File: src/rtl/btc_pkg.sv
package btc_pkg;

    typedef enum logic [1:0] {
        ST_IDLE  = 2'b00,
        ST_CHECK = 2'b01,
        ST_RUN   = 2'b10
    } btc_state_e;

    typedef enum logic [1:0] {
        SZ_BYTE = 2'b00,
        SZ_WORD = 2'b01,
        SZ_LONG = 2'b10,
        SZ_RSVD = 2'b11
    } opsize_e;

    localparam int STEP_W = 3;

    function automatic logic [STEP_W-1:0] step_of(input opsize_e sz);
        unique case (sz)
            SZ_BYTE: step_of = 3'd1;
            SZ_WORD: step_of = 3'd2;
            SZ_LONG: step_of = 3'd4;
            default: step_of = 3'd0;
        endcase
    endfunction

endpackage

File: src/rtl/btc_size_check.sv
module btc_size_check
    import btc_pkg::*;
#(
    parameter int CNT_W = 32
) (
    input  opsize_e            size,
    input  logic [CNT_W-1:0]   count,
    output logic [STEP_W-1:0]  step,
    output logic               fault
);

    logic is_zero;
    logic bad_size;
    logic misaligned;

    assign is_zero = (count == '0);
    assign step    = step_of(size);

    always_comb begin
        bad_size   = 1'b0;
        misaligned = 1'b0;
        unique case (size)
            SZ_BYTE: misaligned = 1'b0;
            SZ_WORD: misaligned = count[0];
            SZ_LONG: misaligned = |count[1:0];
            SZ_RSVD: bad_size   = 1'b1;
        endcase
    end

    assign fault = is_zero | bad_size | misaligned;

endmodule

File: src/rtl/btc_count_reg.sv
module btc_count_reg
    import btc_pkg::*;
#(
    parameter int CNT_W = 32
) (
    input  logic               clk,
    input  logic               rst_n,
    input  logic               load_en,
    input  logic [CNT_W-1:0]   load_val,
    input  logic               dec_en,
    input  logic [STEP_W-1:0]  step,
    output logic [CNT_W-1:0]   count,
    output logic               at_last
);

    localparam int PAD_W = CNT_W - STEP_W;

    logic [CNT_W-1:0] step_ext;

    assign step_ext = {{PAD_W{1'b0}}, step};
    assign at_last  = (count == step_ext);

    always_ff @(posedge clk) begin
        if (!rst_n) begin
            count <= '0;
        end else if (load_en) begin
            count <= load_val;
        end else if (dec_en) begin
            count <= count - step_ext;
        end
    end

endmodule

File: src/rtl/btc_ctrl_fsm.sv
module btc_ctrl_fsm
    import btc_pkg::*;
(
    input  logic        clk,
    input  logic        rst_n,
    input  logic        start_set,
    input  logic        cnt_wr,
    input  logic        fault,
    input  logic        xfer_ok,
    input  logic        bus_err,
    input  logic        at_last,
    input  logic        ext_mode,
    input  logic        clr_done,
    input  logic        clr_conf,
    output btc_state_e  state,
    output logic        load_en,
    output logic        dec_en,
    output logic        latch_en,
    output logic        done,
    output logic        conf,
    output logic        done_pulse
);

    btc_state_e state_nx;
    logic       good_xfer;
    logic       set_done;
    logic       set_conf;

    assign good_xfer = xfer_ok & ~bus_err;
    assign set_done  = (state == ST_RUN) & good_xfer & at_last;
    assign set_conf  = (state == ST_CHECK) & fault;
    assign load_en   = (state == ST_IDLE) & cnt_wr;
    assign latch_en  = (state == ST_IDLE) & start_set;
    assign dec_en    = (state == ST_RUN) & good_xfer;

    // next-state decision
    always_comb begin
        state_nx = state;
        unique case (state)
            ST_IDLE:  if (start_set) state_nx = ST_CHECK;
            ST_CHECK: state_nx = fault ? ST_IDLE : ST_RUN;
            ST_RUN: begin
                if (bus_err)       state_nx = ST_IDLE;
                else if (set_done) state_nx = ST_IDLE;
            end
            default:  state_nx = ST_IDLE;
        endcase
    end

    // state register
    always_ff @(posedge clk) begin
        if (!rst_n) state <= ST_IDLE;
        else        state <= state_nx;
    end

    // status outputs; a set beats a clear in the same cycle
    always_ff @(posedge clk) begin
        if (!rst_n) begin
            done       <= 1'b0;
            conf       <= 1'b0;
            done_pulse <= 1'b0;
        end else begin
            if (set_done)      done <= 1'b1;
            else if (clr_done) done <= 1'b0;
            if (set_conf)      conf <= 1'b1;
            else if (clr_conf) conf <= 1'b0;
            done_pulse <= set_done & ext_mode;
        end
    end

endmodule

File: src/rtl/dma_byte_counter.sv
module dma_byte_counter
    import btc_pkg::*;
#(
    parameter int CNT_W = 32
) (
    input  logic             clk,
    input  logic             rst_n,
    input  logic             cnt_wr,
    input  logic [CNT_W-1:0] cnt_wdata,
    input  logic [1:0]       size_code,
    input  logic             start_set,
    input  logic             ext_mode,
    input  logic             xfer_ok,
    input  logic             bus_err,
    input  logic             clr_done,
    input  logic             clr_conf,
    output logic [CNT_W-1:0] count,
    output logic             done,
    output logic             conf,
    output logic             busy,
    output logic             done_pulse
);

    btc_state_e         state_q;
    opsize_e            size_q;
    logic [STEP_W-1:0]  step;
    logic               fault;
    logic               at_last;
    logic               load_en;
    logic               dec_en;
    logic               latch_en;

    // operand size is captured with the start request and held for the run
    always_ff @(posedge clk) begin
        if (!rst_n)        size_q <= SZ_BYTE;
        else if (latch_en) size_q <= opsize_e'(size_code);
    end

    btc_size_check #(.CNT_W(CNT_W)) u_check (
        .size  (size_q),
        .count (count),
        .step  (step),
        .fault (fault)
    );

    btc_count_reg #(.CNT_W(CNT_W)) u_count (
        .clk      (clk),
        .rst_n    (rst_n),
        .load_en  (load_en),
        .load_val (cnt_wdata),
        .dec_en   (dec_en),
        .step     (step),
        .count    (count),
        .at_last  (at_last)
    );

    btc_ctrl_fsm u_fsm (
        .clk        (clk),
        .rst_n      (rst_n),
        .start_set  (start_set),
        .cnt_wr     (cnt_wr),
        .fault      (fault),
        .xfer_ok    (xfer_ok),
        .bus_err    (bus_err),
        .at_last    (at_last),
        .ext_mode   (ext_mode),
        .clr_done   (clr_done),
        .clr_conf   (clr_conf),
        .state      (state_q),
        .load_en    (load_en),
        .dec_en     (dec_en),
        .latch_en   (latch_en),
        .done       (done),
        .conf       (conf),
        .done_pulse (done_pulse)
    );

    assign busy = (state_q != ST_IDLE);

endmodule

File: config.mk
export PLATFORM = sky130hd
export DESIGN_NAME = dma_byte_counter
export DESIGN_NICKNAME = d
export VERILOG_FILES = /design/src/rtl/btc_pkg.sv /design/src/rtl/btc_size_check.sv /design/src/rtl/btc_count_reg.sv /design/src/rtl/btc_ctrl_fsm.sv /design/src/rtl/dma_byte_counter.sv
export SDC_FILE = /design/constraint.sdc
export NUM_CORES = 1
export LEC_CHECK = 0
export ABC_AREA = 0
export CAP_MARGIN = 5
export CORE_MARGIN = 2
export CORE_UTILIZATION = 47
export CTS_BUF_LIST = sky130_fd_sc_hd__clkbuf_4
export DETAILED_ROUTE_END_ITERATION = 7
export PLACE_DENSITY = 0.86
export SYNTH_ARGS = -nofsm -noshare
export SYNTH_HDL_FRONTEND = slang
export SYNTH_SLANG_ARGS = --single-unit
File: constraint.sdc
create_clock -name clk -period 3.1 [get_ports clk]
set_input_delay 0.62 -clock clk [delete_from_list [all_inputs] [get_ports clk]]
set_output_delay 0.62 -clock clk [all_outputs]
set_load 0.005 [all_outputs]
==> key figures <==
Route
  • Initial drt markers: between 150 and 200
  • Via count: 2482
  • Aggregate routed wire length: roughly 6400 um
  • Vias per cell: around 5.8
  • Routed WL per cell: ~15 um
  • DRC viols: 0
  • Antenna-violating nets left: 0
  • First-pass iteration count of the detailed router: 4

Power and ir drop
  • Total power: between 1 and 1.5 mW
  • Peak supply drop: between 200 and 300 uV
  • Pwr dens: 389 nW/um^2
  • Leak: about 1.1 nW

Finish
  • Post-Layout Cell Count: about 430
  • Proportion of layout cells with a drive suffix above 1: 0.0549
  • Area Growth Syn to Fin: 39.9%
  • Final core utilization: 0.678
  • Final nets: about 420
  • Antenna diode count: 0
  • Final instance area: around 3200 um^2

Timing
  • Fmax: roughly 370 MHz
  • Unrepaired setup endpoints after global routing: no
  • Slew margin rel.: 0.584
  • Final hold viol count: 0
  • Worst clock skew: around 9 ps
  • Slew Viols, Final: 0
  • # setup viols final: 0
  • Total negative slack: 0 ps
  • Fin crit period: between 2000 and 3000 ps
  • Final Cycle Share: 0.866
  • Worst-Margin Slew: 618 ps

Synth
  • Post-synthesis sequential area ratio: 0.341
  • Most frequent cells after synthesis: 39 x dfxtp_1, 22 x a21oi_1, 22 x o21ai_0
  • Post-Syn Area: between 2000 and 2500 um^2
  • Synthesized netlist cell count: about 290
  • Synth Area in Compound Gates: 0.196
  • Top post-synthesis cells by area: dfxtp_1 34%, ha_1 4.9%, a21oi_1 4.8%
  • Main combinational cell family by area after synthesis: simple AND/OR/NAND/NOR gates
  • Yosys top cell area share: 0.341
  • Post-synthesis xor/xnor area fraction: 0.0613
  • Mean Syn Cell Area: 7.97 um^2
  • Mux contribution to synthesized area: 0.00492
  • Top_reg_cell synth: dfxtp_1
  • Net Count, Synth: 340
  • Cell variety after synth: 47
  • Synth Warn #: 0
  • Yosys top cell by area: dfxtp_1
  • #FFs+latches synth: 39
  • Post-synth EDFFs: 0
  • Most common cell in the netlist: dfxtp_1
  • Adder-cell share of the synthesized area: 0.0580
  • Simple-gate share of the synthesized area: 0.291
  • Asr flop ratio synth: 0

Setup path
  • R2R depth: 9
  • Worst reg2reg endpoint: u_count.count[20]$_SDFFE_PN0P_
  • CP Capture Type: flop
  • CP max FO: 5
  • Crit path launch type: flop
  • Worst r2r src: size_q[0]$_SDFFE_PN0P_
  • Crit. Startpoint: size_q[0]$_SDFFE_PN0P_
  • CP arrival: between 2000 and 3000 ps
  • Worst EP required: approximately 3400 ps
  • CP Capture Point: u_count.count[20]$_SDFFE_PN0P_
  • Crit Path Category: flop to flop
  • R2R setup slack: roughly 420 ps

Clock network
  • Resize count post-CTS: 0
  • H-tree depth: 2
  • CTS root buf: clkbuf_4
  • Postcts setup bufs: 0
  • Skew-Pair Late Insertion Delay: around 370 ps
  • Num CTS Buffers: 5
  • CTS tree: yes
  • Clk buf depth: 2
  • Hold buffers post-CTS: 0
  • CTS Sinks: 39
  • Clock transition at path regs: 120 ps

Floorplanning
  • Die Ht: ~74 um
  • I/O pin total: 79
  • Die area: between 5000 and 6000 um^2
  • Initial core utilization: 0.484
  • Core Region: 4720 um^2
  • Row Count: 25
  • Die Width: 73.8 um

Placement
  • IO buf count: 78
  • Final HPWL DP: ~4800 um
  • Placed cell count: around 420
  • Placed standard-cell area: 3140 um^2
  • Placer Congestion: between 0.8 and 0.9

Flow run
  • Max-Cap Viols: 0

GRT
  • M2 GR Usage: 0.393
  • Global Route met3 Usage: 0.0453
  • Initial antenna violation count: 0
  • First-pass GRT wire length: approximately 10000 um
  • GR peak layer: met2
  • Total grt overflow: 0
  • Pin count of the biggest net entering global routing: 42
  • Vias in the first global route: ~2200
  • M1 GR Usage: 0.320
  • Total GRT Usage: 0.240

Worst hold path
  • Hold WC Path Type: flop to flop

Run status
  • Status: completed
==> worst min-delay path by stage <==
stage	from	to	slack, ps	cells past startpoint
floorplan	u_fsm.conf$_SDFFE_PN0P_	u_fsm.conf$_SDFFE_PN0P_	460	2
global placement	u_fsm.conf$_SDFFE_PN0P_	u_fsm.conf$_SDFFE_PN0P_	460	2
detailed placement	u_fsm.conf$_SDFFE_PN0P_	u_fsm.conf$_SDFFE_PN0P_	470	2
CTS	u_fsm.conf$_SDFFE_PN0P_	u_fsm.conf$_SDFFE_PN0P_	490	2
global route	u_fsm.conf$_SDFFE_PN0P_	u_fsm.conf$_SDFFE_PN0P_	530	2
finish	u_fsm.conf$_SDFFE_PN0P_	u_fsm.conf$_SDFFE_PN0P_	480	2
==> stage by stage <==
step / hold WS, ps / worst slack [ps]
floorplan: 461 / 689
global placement: 459 / 345
detailed placement: 471 / 270
CTS: 490 / 405
global route: 528 / 142
finish: 482 / 415
==> logic make-up (layout without fill, tap and decap cells) <==
kind of cell,Yosys count,in the layout
and+or+nand+nor,120,120
muxes,1,1
buffers and inverters,26,103
xor gates and xnor gates,16,16
adders and majority gates,10,10
DFF,39,39
AOI/OAI and AO/OA,75,75
==> registers in the layout, summed over array words and instances, names as in the netlist <==
register and count:
size_q 2, u_fsm.conf 1, u_count.count 32, u_fsm.done_pulse 1, u_fsm.state 2, u_fsm.done 1
==> final cells by class <==
class                   instances  area (um^2)
fillers                       425         1520
multi-input cells             222         1400
repair buffers                 84          838
flip-flops and latches         39          781
well taps                      67         83.8
inverters                      11         41.3
clock buffers                   5         37.5
clock inverters                 3         20.0
==> metal layers <==
metal	wire length [um]	vias to the layer above	share of wire
met4	106	0	0.017
met2	3050	87	0.48
met1	2840	1174	0.44
met5	0	-	0
met3	408	9	0.064
li1	-	1212	-
==> power breakdown <==
group / internal (mW) / total, mW / leakage (nW) / switching [mW]
clock: 0.0866 / 0.274 / 0.0272 / 0.188
sequential: 0.541 / 0.596 / 0.322 / 0.0541
combinational: 0.202 / 0.377 / 0.758 / 0.175
==> cell usage in the layout, fill, tap and decap left out, drive strengths merged, types with 2 or more instances in the layout <==
cell / count
o21a: 2
o21ai: 23
a211oi: 5
o311ai: 2
nor3: 9
dfxtp: 39
clkdlybuf4s50: 78
clkinvlp: 2
nor2b: 2
or2: 7
or4: 10
or3: 7
buf: 6
clkinv: 2
nand2b: 5
nand4: 6
a21oi: 22
and3: 2
xnor2: 6
o31ai: 4
nor4: 13
ha: 9
a31oi: 8
inv: 10
nand4b: 2
nand3: 12
xor2: 10
clkbuf: 5
nor2: 20
a311oi: 3
o211ai: 2
nand2: 19
a21o: 2
==> critical path: stages (launching register included) <==
cell,delay (ps)
dfxtp_1,420
inv_1,110
ha_1,200
inv_1,50
ha_1,260
nand2b_1,190
nor4b_1,540
nand3_1,230
or4_1,440
a31oi_1,170
Power figures use the tool's default switching activity.
